[config.mk]
export PLATFORM = sky130hd
export DESIGN_NAME = bw_rom_port
export DESIGN_NICKNAME = d
export VERILOG_FILES = /design/src/rtl/bw_rom_pkg.sv /design/src/rtl/bw_rom_decode.sv /design/src/rtl/bw_rom_array.sv /design/src/rtl/bw_rom_delay.sv /design/src/rtl/bw_rom_port.sv
export SDC_FILE = /design/constraint.sdc
export NUM_CORES = 1
export LEC_CHECK = 0
export ABC_AREA = 1
export BUFFER_PORTS_ARGS = -buffer_cell sky130_fd_sc_hd__buf_2
export CAP_MARGIN = 20
export CORE_MARGIN = 5
export CORE_UTILIZATION = 49
export CTS_BUF_LIST = sky130_fd_sc_hd__clkbuf_8
export DETAILED_ROUTE_END_ITERATION = 8
export GPL_ROUTABILITY_DRIVEN = 0
export PLACE_DENSITY_LB_ADDON = 0.2
export SYNTH_ARGS = -nofsm -noshare
export SYNTH_HDL_FRONTEND = slang
export SYNTH_SLANG_ARGS = --single-unit
[constraint.sdc]
create_clock -name clk -period 1.2 [get_ports clk]
set_input_delay 0 -clock clk [delete_from_list [all_inputs] [get_ports clk]]
set_output_delay 0 -clock clk [all_outputs]
set_load 0.02 [all_outputs]
[src/rtl/bw_rom_pkg.sv]
package bw_rom_pkg;
  localparam int BYTE_W = 8;
  localparam int WORD_W = 2 * BYTE_W;
  localparam int DQ_W   = WORD_W - 1;

  typedef struct packed {
    logic drive;
    logic wide;
    logic upper;
    logic standby;
  } rd_ctrl_t;

  localparam rd_ctrl_t CTRL_IDLE = '{drive: 1'b0, wide: 1'b0, upper: 1'b0, standby: 1'b1};

  function automatic logic [WORD_W-1:0] rom_word(input int unsigned idx);
    logic [BYTE_W-1:0] hb;
    logic [BYTE_W-1:0] lb;
    hb = BYTE_W'((idx * 7 + 3) & 255);
    lb = BYTE_W'(idx & 255) ^ 8'h5C;
    return {hb, lb};
  endfunction
endpackage

[src/rtl/bw_rom_decode.sv]
module bw_rom_decode
  import bw_rom_pkg::*;
(
  input  logic       cs_n,
  input  logic       oe_n,
  input  logic       wide,
  input  logic [1:0] top_bits,
  input  logic       shr_in,
  output rd_ctrl_t   ctrl,
  output logic       rd_en
);
  logic hole;

  always_comb begin
    hole         = &top_bits;
    ctrl.standby = cs_n;
    ctrl.drive   = !cs_n && !oe_n && !hole;
    ctrl.wide    = wide;
    ctrl.upper   = !wide && shr_in;
    rd_en        = ctrl.drive;
  end
endmodule

[src/rtl/bw_rom_array.sv]
module bw_rom_array
  import bw_rom_pkg::*;
#(
  parameter int AW    = 8,
  parameter int DEPTH = 3 << (AW - 2)
) (
  input  logic              clk,
  input  logic              rd_en,
  input  logic [AW-1:0]     addr,
  output logic [WORD_W-1:0] q
);
  logic [WORD_W-1:0] mem [DEPTH];

  initial begin
    for (int i = 0; i < DEPTH; i++) mem[i] = rom_word(i);
  end

  always_ff @(posedge clk) begin
    if (rd_en) q <= mem[addr];
  end
endmodule

[src/rtl/bw_rom_delay.sv]
module bw_rom_delay #(
  parameter int           W       = 1,
  parameter int           STAGES  = 1,
  parameter logic [W-1:0] RST_VAL = '0
) (
  input  logic         clk,
  input  logic         rst,
  input  logic [W-1:0] d,
  output logic [W-1:0] q
);
  generate
    if (STAGES == 0) begin : g_pass
      assign q = d;
    end else begin : g_pipe
      logic [W-1:0] sr [STAGES];
      always_ff @(posedge clk) begin
        if (rst) begin
          for (int i = 0; i < STAGES; i++) sr[i] <= RST_VAL;
        end else begin
          sr[0] <= d;
          for (int i = 1; i < STAGES; i++) sr[i] <= sr[i-1];
        end
      end
      assign q = sr[STAGES-1];
    end
  endgenerate
endmodule

[src/rtl/bw_rom_port.sv]
module bw_rom_port
  import bw_rom_pkg::*;
#(
  parameter int WORD_AW = 8,
  parameter int LATENCY = 3
) (
  input  logic               clk,
  input  logic               rst,
  input  logic               cs_n,
  input  logic               oe_n,
  input  logic               wide,
  input  logic [WORD_AW-1:0] addr,
  input  logic               shr_in,
  output logic [DQ_W-1:0]    data_o,
  output logic               lo_en,
  output logic               hi_en,
  output logic               msb_o,
  output logic               msb_en,
  output logic               standby
);
  localparam int WORDS   = 3 << (WORD_AW - 2);
  localparam int MID_STG = LATENCY - 2;
  localparam int CTRL_W  = $bits(rd_ctrl_t);

  rd_ctrl_t          ctrl_d;
  rd_ctrl_t          ctrl_s1;
  rd_ctrl_t          ctrl_s2;
  logic              rd_en;
  logic [WORD_W-1:0] word_s1;
  logic [WORD_W-1:0] word_s2;
  logic [CTRL_W-1:0] ctrl_s2_bits;

  bw_rom_decode u_dec (
    .cs_n    (cs_n),
    .oe_n    (oe_n),
    .wide    (wide),
    .top_bits(addr[WORD_AW-1 -: 2]),
    .shr_in  (shr_in),
    .ctrl    (ctrl_d),
    .rd_en   (rd_en)
  );

  bw_rom_array #(.AW(WORD_AW), .DEPTH(WORDS)) u_arr (
    .clk  (clk),
    .rd_en(rd_en),
    .addr (addr),
    .q    (word_s1)
  );

  always_ff @(posedge clk) begin
    if (rst) ctrl_s1 <= CTRL_IDLE;
    else     ctrl_s1 <= ctrl_d;
  end

  bw_rom_delay #(.W(CTRL_W), .STAGES(MID_STG), .RST_VAL(CTRL_IDLE)) u_dly_ctrl (
    .clk(clk),
    .rst(rst),
    .d  (ctrl_s1),
    .q  (ctrl_s2_bits)
  );
  assign ctrl_s2 = rd_ctrl_t'(ctrl_s2_bits);

  bw_rom_delay #(.W(WORD_W), .STAGES(MID_STG), .RST_VAL('0)) u_dly_word (
    .clk(clk),
    .rst(rst),
    .d  (word_s1),
    .q  (word_s2)
  );

  always_ff @(posedge clk) begin
    if (rst) begin
      data_o  <= '0;
      lo_en   <= 1'b0;
      hi_en   <= 1'b0;
      msb_o   <= 1'b0;
      msb_en  <= 1'b0;
      standby <= 1'b1;
    end else begin
      standby <= ctrl_s2.standby;
      data_o  <= '0;
      lo_en   <= 1'b0;
      hi_en   <= 1'b0;
      msb_o   <= 1'b0;
      msb_en  <= 1'b0;
      if (ctrl_s2.drive) begin
        lo_en <= 1'b1;
        if (ctrl_s2.wide) begin
          data_o <= word_s2[DQ_W-1:0];
          msb_o  <= word_s2[WORD_W-1];
          hi_en  <= 1'b1;
          msb_en <= 1'b1;
        end else if (ctrl_s2.upper) begin
          data_o[BYTE_W-1:0] <= word_s2[WORD_W-1:BYTE_W];
        end else begin
          data_o[BYTE_W-1:0] <= word_s2[BYTE_W-1:0];
        end
      end
    end
  end
endmodule

## After elaboration in Yosys (flattened, before gate mapping)

Memories as Yosys holds them, arrays and structs flattened. A register that Yosys moved wholly into a read port is not among the register bits.
Index checks and enable logic that the tools add are counted.

| cells by class | value |
|---|---|
| add/sub/neg operators | 0 |
| divide/modulo/power cells | 0 |
| mux-type cells | 11 |
| magnitude comparators | 0 |
| eq/ne operators | 0 |
| bitwise gates (word level) | 2 |
| reductions and logical operators | 12 |
| multipliers | 0 |
| shift-type cells | 0 |

Operator list:

| cell | count |
|---|---|
| two-way mux 16 bit | 1 |
| two-way mux 8 bit | 2 |
| OR reduction 16 bit | 1 |
| two-way mux 1 bit | 7 |
| zero test 1 bit | 4 |
| two-way mux 4 bit | 1 |
| OR reduction 4 bit | 1 |
| logical AND 1 bit | 3 |
| OR reduction 3 bit | 1 |
| inverter 1 bit | 2 |
| AND reduction 2 bit | 1 |
| OR reduction 2 bit | 1 |

| storage, ports and cells | value |
|---|---|
| memory bits (read-only) | 3072 |
| logic and storage cells | 38 |
| bits of input ports | 14 |
| output and inout port bits | 20 |
| RAM bits | 20 |
| memories kept | 3 |
| bits in latches | 0 |
| bits in registers | 23 |

Memories:

| memory | words | bits a word | rd ports | clocked after Yosys merged registers in | wr ports | RTL line | text |
|---|---|---|---|---|---|---|---|
| u_arr.mem | 192 | 16 | 1 | 1 | 0 | bw_rom_array.sv:12 | `logic [WORD_W-1:0] mem [DEPTH];` |
| u_dly_word.g_pipe.sr | 1 | 16 | 1 | 0 | 1 | bw_rom_delay.sv:15 | `logic [W-1:0] sr [STAGES];` |
| u_dly_ctrl.g_pipe.sr | 1 | 4 | 1 | 0 | 1 | bw_rom_delay.sv:15 |  |

## Longest topological paths before layout

Gate-level depths: netlist of run 1.

| depth | value |
|---|---|
| word-level depth | 3 |
| gate-level depth with buffers | 11 |
| mapped depth without buffers | 11 |

## Hierarchy

A second synthesis of run 1 with hierarchy kept.

| second synthesis, totals | value |
|---|---|
| cell total of the unflattened synthesis | 259 |
| area total of the unflattened synthesis | 2314.7 um^2 |

Modules (own cells, without submodules):

| module | times used | cells each | area an instance (um^2) |
|---|---|---|---|
| bw_rom_array | 1 | 99 | 932.1 |
| bw_rom_port | 1 | 88 | 749.5 |
| bw_rom_delay at u_dly_word | 1 | 50 | 474.2 |
| bw_rom_delay at u_dly_ctrl | 1 | 13 | 113.9 |
| bw_rom_decode | 1 | 9 | 45.0 |

## Worst setup path before layout of run 1

OpenSTA, ideal clock, no wires.

| timing path | value |
|---|---|
| kind | input to register |
| start | in addr[0] |
| end | reg u_arr.q[12], read port of u_arr.mem, data pin |
| path slack | 265 ps |
| library setup time | 254 ps |
| data arrival time | 681 ps |
| cell stages on the path | 7 |
| required time | 946 ps |
| cell sequence | inv_1 > ha_1 > nand2_1 > nand3_1 > nand2_1 > xor2_1 > inv_1 |

RTL lines:

| element | RTL line | text |
|---|---|---|
| start, declared | bw_rom_port.sv:12 | `input logic [WORD_AW-1:0] addr,` |
| end, declared | bw_rom_array.sv:10 | `output logic [WORD_W-1:0] q` |

## Worst setup path in the final report of run 1

| timing path | value |
|---|---|
| start | in cs_n |
| end | reg ctrl_s1[0] (netlist bit) |

RTL lines:

| element | RTL line | text |
|---|---|---|
| start, declared | bw_rom_port.sv:9 | `input logic cs_n,` |
| end signal, assigned | bw_rom_port.sv:52 | `else ctrl_s1 <= ctrl_d;` |
| end, declared | bw_rom_port.sv:26 | `rd_ctrl_t ctrl_s1;` |

No word-level cell between the ends.

==> results of run 1 <==
-- worst reg2reg max path, stage by stage (launching register included) --
cell and delay (ns):
dfxtp_1 0.30, inv_1 0.06, nand2_1 0.05, inv_1 0.29, o21ai_0 0.14, a21oi_1 0.13
-- cell type report --
cell class	count	area [um2]	area share
Sequential cell	59	1340	0.505
Clock inverter	4	17.5	0.00659
Timing Repair Buffer	46	289	0.109
Multi-Input combinational cell	125	592	0.223
Tap cell	52	65.1	0.0245
Inverter	49	186	0.0702
Clock buffer	12	165	0.0622
-- synthesized netlist by cell type (2+ instances only) --
library cell,count
inv_1,47
dfxtp_1,43
nand2_1,38
nor2_1,35
nand3_1,17
edfxtp_1,16
a21oi_1,9
o21ai_0,8
ha_1,3
buf_4,2
buf_6,2
clkbuf_1,2
inv_2,2
nand2_2,2
nor2_2,2
or2_2,2
xor2_1,2
-- state kept, by name, indices dropped and copies added (netlist names) --
register,cells
lo_en,1
msb_o,1
ctrl_s1,4
standby,1
data_o,15
u_dly_ctrl.g_pipe.sr,4
msb_en,1
u_arr.q,16
u_dly_word.g_pipe.sr,16
-- kinds of logic (layout without fill, tap and decap cells) --
logic type                 after synthesis  count (layout)
AOI/OAI and AO/OA                       21              21
xor gates and xnor gates                 3               3
and+or+nand+nor                         98              98
adders and majority gates                3               3
DFF                                     59              59
buffers and inverters                   56             111
-- through the flow --
stage          std cells  area [um2]  hold WS [ns]
3_3_place_gp         322        2380         0.171
3_5_place_dp         322        2380         0.184
6_report             347        2660        0.0165
2_1_floorplan        240        2170        0.0715
4_1_cts              347        2650        0.0152
5_1_grt              347        2660        0.0389
-- power groups by stage --
stage | combinational (mW) | clock (mW) | sequential (mW)
final | 0.303 | 1.57 | 2.16
after global routing | 0.350 | 1.71 | 2.16
after CTS | 0.302 | 1.62 | 2.16
after detailed placement | 0.280 | 0 | 2.20
after global placement | 0.274 | 0 | 2.20
after floorplan | 0.199 | 0 | 2.20
-- routing by layer --
layer  share of wire  wire, um  vias up  GRT usage
met3           0.058       198        6     0.0426
met1            0.46      1580      638      0.140
met2            0.46      1590       37      0.213
met5               0         0        -          0
met4           0.021        71        0     0.0909
li1                -         -      829          -
-- timing repair --
item | 4_1_cts | 5_1_grt
hold buffers | 9 | 0
setup endpoints to repair | 0 | 12
resized for setup | 0 | 2
endpoints found under the hold margin | 8 | 0
-- placed cells by master, fill, tap and decap left out, types with 2 or more instances in the layout --
cell type	n
nand2_1	38
clkbuf_8	12
edfxtp_1	16
nand3_1	17
dfxtp_1	43
buf_4	3
ha_1	3
xor2_1	2
clkinv_2	2
inv_1	49
nor2_1	35
or2_2	2
nor2_2	2
nand2_2	2
buf_2	33
a21oi_1	9
o21ai_0	8
dlygate4sd3_1	9
-- worst max path at each step --
stage / startpoint / endpoint / slack, ns / cells after the start
floorplan: addr[0] / u_arr.q[12] / 0.27 / 7
global placement: addr[0] / u_arr.q[13] / 0.06 / 8
detailed placement: addr[0] / u_arr.q[14] / 0.04 / 11
CTS: addr[7] / u_arr.q[6] / 0.10 / 6
global route: addr[7] / u_arr.q[15] / 0.02 / 6
finish: cs_n / ctrl_s1[0] / 0.09 / 5
==> results.py, run 1 <==
metrics = {
    "run_status": {
        "outcome": "complete, no violations",
    },
    "worst_setup_path": {
        "crit_path_cell_trace": "dlygate4sd3_1, buf_2, inv_1, nand2_1, dlygate4sd3_1",
        "r2r-end": "data_o[1]",
        "ff2ff_path_depth": 5,
        "worst-path-max-fanout": 2,
        "cpLargestDelayFamily": "buffers and inverters",
        "crit_buf_inv": 4,
        "cp-end-kind": "flop",
        "crit_path_frequent_cell": "dlygate4sd3_1",
        "worstPathArrival_ns": 1.32,
        "r2r_start": "u_dly_ctrl.g_pipe.sr[0][2]",
        "slowest_stage": "dlygate4sd3_1",
        "critPathRequiredTime_ns": 1.41,
        "crit_path_start_kind": "input port",
        "crit_type": "in -> reg",
        "r2r_slack_ns": 0.16,
        "cp_slowest_stage_delay_ns": 0.54,
    },
    "global_routing": {
        "grt_antenna_before_repair": 0,
        "grt_overflow": 0,
        "grt_usage": 0.130,
        "grt_pass1_wl_um": 6020,
        "grt_max_degree": 24,
        "grt_pass1_vias": 1452,
    },
    "worst_hold_path": {
        "hold_start": "addr[6]",
        "hold_depth": 4,
        "hold_path_end": "ctrl_s1[3]",
        "hp-class": "in -> reg",
    },
    "finish": {
        "syn2layout_area_growth_pct": 22.6,
        "nNetsFinal": 307,
        "fill_cells": 380,
        "fin_util": 0.614,
        "drive_above_1_share": 0.207,
        "n_antenna_cell": 0,
    },
    "yosys": {
        "synth_compound_area_frac": 0.0525,
        "synth_top_area_share": 0.397,
        "netlist_area_um2": 2170,
        "synth_top_family_by_area": "simple AND/OR/NAND/NOR gates",
        "synth_cell_types": 25,
        "ys_seq_elements": 59,
        "ys_warn_count": 0,
        "synth_ff_type": "dfxtp_1",
        "yosys.area_share.simple": 0.191,
        "synthMuxAreaShare": 0,
        "synth-edff-count": 16,
        "synthCells": 240,
        "yosysTopAreaCell": "dfxtp_1",
        "synthTopCellsByArea": "dfxtp_1 40%, edfxtp_1 22%, inv_1 8.1%",
        "synthXorXnorAreaFrac": 0.0121,
        "synthAdderAreaFrac": 0.0173,
        "yosysSeqAreaShare": 0.619,
        "ys_async_sr_fraction": 0,
        "avgSynthCellArea_um2": 9.03,
        "synth_nets": 257,
    },
    "power": {
        "ir_drop_uv": 758,
        "p_clk_frac": 0.390,
        "p_per_area_nw_per_um2": 1520,
        "p_int_mw": 3.15,
        "swShare": 0.218,
        "p_seq_frac": 0.535,
        "power.leakage_nw": 1.34,
        "total_power_mw": 4.03,
        "combPwrFrac": 0.075,
        "power.switching_mw": 0.878,
    },
    "clock_tree": {
        "htree_num_levels": 3,
        "post_cts_buffers": 0,
        "cts_tree": "done",
        "clockRootBuffer": "clkbuf_8",
        "cts.sinks": 59,
        "insertion_delay_ns": 0.32,
        "cts_buffers": 9,
        "clk_pin_slew_ns": 0.06,
        "clockBufferDepth": 2,
    },
    "die": {
        "die_y_um": 76.5,
        "num_rows": 24,
        "die_x_um": 76.5,
        "start_util": 0.501,
        "ios": 34,
        "dieArea_um2": 5850,
        "core_area_um2": 4320,
    },
    "sta": {
        "slew_headroom": 0.748,
        "hold_viol_final": 0,
        "slew_violations": 0,
        "tightest_slew_ns": 0.378,
        "rsz0062_at_grt": "false",
        "worst_slack_ns": 0.0920,
        "post-route-min-period_ns": 1.11,
        "tns_ns": 0,
        "max_freq_mhz": 903,
        "min_period_over_period": 0.923,
        "skew_ns": 0.00567,
        "setup_viol": 0,
    },
    "place": {
        "dp_slack_ns": 0.0372,
        "dpl.hpwl_um": 2480,
        "io_buffers": 33,
    },
    "routing": {
        "via_per_inst": 4.35,
        "wl_per_cell_um": 9.90,
        "ant_nets": 0,
        "first_pass_iters": 4,
        "drt-initial-drc-count": 78,
        "num_vias": 1510,
        "wl_um": 3440,
        "drc_errors": 0,
    },
    "flow_run": {
        "cap_violations": 0,
    },
}
Note: power is estimated with default switching activity, not from simulation.
==> inputs of run 2 (changes only) <==
==> constraint.sdc (replaced) <==
create_clock -name clk -period 0.9 [get_ports clk]
set_input_delay 0 -clock clk [delete_from_list [all_inputs] [get_ports clk]]
set_output_delay 0 -clock clk [all_outputs]
set_load 0.02 [all_outputs]
==> run 2 against run 1 <==
  * Sequential share of layout area is 2.4 points lower
  * Combinational power up 50%
  * Critical path depth decreased by 1
  * Total power is 37% higher
  * Clock-buffer cell count is 3 lower
  * Non-clock buffer count up 8
  * Clock power increased by 40%
  * Clock skew is 0.0027 ns higher
  * Largest power group unchanged
  * Worst setup slack worse by 0.061 ns
  * Worst hold slack better by 0.0044 ns
  * Final area grew 5.0%
  * Via count rose by 4.8%
==> results.py, run 2 (synthesis gave the netlist of run 1 again) <==
metrics = {
    "sta": {
        "tns_ns": 0,
        "slew_headroom": 0.852,
        "slew_violations": 0,
        "timing.hold.ws_ns": 0.0209,
        "hold_viol_final": 0,
        "rsz0062_at_grt": "true",
        "tightest_slew_ns": 0.223,
        "skew_ns": 0.00838,
        "setup_viol": 0,
        "max_freq_mhz": 1150,
        "min_period_over_period": 0.966,
        "post-route-min-period_ns": 0.869,
    },
    "die": {
        "num_rows": 24,
        "ios": 34,
        "die_x_um": 76.5,
        "die_y_um": 76.5,
        "dieArea_um2": 5850,
        "core_area_um2": 4320,
        "start_util": 0.501,
    },
    "worst_setup_path": {
        "worstSetupEndpoint": "data_o[5]",
        "cp-end-kind": "flop",
        "worstPathArrival_ns": 1.12,
        "r2r_start": "u_dly_ctrl.g_pipe.sr[0][2]",
        "r2r_slack_ns": 0.03,
        "worst-path-max-fanout": 8,
        "r2r-end": "data_o[5]",
        "critPathLaunch": "u_dly_ctrl.g_pipe.sr[0][2]",
        "crit_path_start_kind": "flop",
        "ff2ff_path_depth": 4,
        "crit_type": "reg -> reg",
        "critPathRequiredTime_ns": 1.15,
    },
    "global_routing": {
        "grt_pass1_wl_um": 6040,
        "grt_max_degree": 20,
        "grt-busiest-layer": "met2",
        "grt_pass1_vias": 1439,
        "grt_antenna_before_repair": 0,
        "grt_overflow": 0,
        "use_met2": 0.204,
        "met3_usage": 0.0615,
        "grt_usage": 0.131,
        "globalRouteMet1Util": 0.146,
    },
    "finish": {
        "fin_util": 0.645,
        "nNetsFinal": 316,
        "drive_above_1_share": 0.283,
        "n_antenna_cell": 0,
        "layout_common_cells": "43 x inv_1, 43 x dfxtp_1, 37 x nand2_1",
        "fill_cells": 379,
        "instances_no_fill": 356,
        "syn2layout_area_growth_pct": 28.7,
        "reg_top3": "u_arr.q: 16 flops, u_dly_word.g_pipe.sr: 16 flops, data_o: 15 flops",
    },
    "power": {
        "total_power_mw": 5.53,
        "p_per_area_nw_per_um2": 1980,
        "power.leakage_nw": 1.38,
        "ir_drop_uv": 886,
    },
    "routing": {
        "via_per_inst": 4.44,
        "wl_per_cell_um": 9.90,
        "first_pass_iters": 4,
        "drt-initial-drc-count": 40,
        "num_vias": 1582,
        "drc_errors": 0,
        "wl_um": 3520,
        "ant_nets": 0,
    },
    "clock_tree": {
        "clockBufferDepth": 2,
        "post_cts_buffers": 0,
        "clk_pin_slew_ns": 0.06,
        "htree_num_levels": 3,
        "insertion_delay_ns": 0.33,
        "clockRootBuffer": "clkbuf_8",
        "cts.sinks": 59,
        "cts_tree": "done",
        "cts_buffers": 9,
    },
    "place": {
        "io_buffers": 33,
        "dpl.cell_count": 330,
        "dpl.hpwl_um": 2270,
    },
    "flow_run": {
        "cap_violations": 0,
    },
    "worst_hold_path": {
        "hp-class": "in -> reg",
    },
    "run_status": {
        "outcome": "complete, no violations",
    },
}
run 2: changes by cell type in the layout (fill, tap and decap cells not counted), moves of 2 or more:
| cell | before | now |
|---|---|---|
| buf_4 | 3 | 11 |
| o21ai_0 | 8 | 0 |
| o21ai_2 | 1 | 8 |
| inv_1 | 49 | 43 |
| inv_2 | 1 | 7 |
| clkbuf_8 | 12 | 9 |
| clkinv_2 | 2 | 4 |
run 2: cell type report:
class	instances	area (um2)	share of cell area
Timing Repair Buffer	54	358	0.128
Tap cell	52	65.1	0.0233
Sequential cell	59	1340	0.481
Multi-Input combinational cell	125	643	0.231
Clock inverter	7	61.3	0.0220
Timing Repair inverter	1	5.00	0.00179
Clock buffer	9	124	0.0444
Inverter	49	191	0.0686
run 2: worst min path at each step:
stage / slack [ns] / end / start / cells after the start
final: 0.02 / u_arr.q[0] / addr[0] / 2
after global routing: 0.02 / u_arr.q[0] / addr[0] / 2
after CTS: 0.005 / u_arr.q[0] / addr[0] / 2
after detailed placement: 0.18 / ctrl_s1[1] / wide / 2
after global placement: 0.17 / ctrl_s1[1] / wide / 2
after floorplan: 0.07 / u_dly_word.g_pipe.sr[0][15] / rst / 1
run 2: per-layer routing:
layer	vias up	routed length, um
met5	-	0
met4	0	91
met3	8	284
met2	48	1730
met1	675	1420
li1	851	-
run 2: timing repair:
action | CTS | global route
pin swaps | 0 | 2
hold buffers | 9 | 0
resized for setup | 2 | 22
cloned | 0 | 1
endpoints found under the setup margin | 8 | 9
hold endpoints to repair | 10 | 0
run 2: power breakdown:
part | switching [mW] | internal [mW]
logic | 0.260 | 0.194
registers | 0.0297 | 2.85
clock network | 0.953 | 1.25
total | 1.24 | 4.29
run 2: stage by stage:
| stage | setup slack (ns) | area (um2) |
|---|---|---|
| 2_1_floorplan | 0.00377 | 2190 |
| 3_3_place_gp | -0.193 | 2470 |
| 3_5_place_dp | -0.217 | 2470 |
| 4_1_cts | 0.0153 | 2750 |
| 5_1_grt | -0.0489 | 2790 |
| 6_report | 0.0310 | 2790 |
run 2: worst max-delay path, cell delays in order, from the launching register on:
cell	delay, ns
dfxtp_1	0.33
inv_2	0.05
nand2_4	0.10
clkinv_2	0.13
a21oi_1	0.18
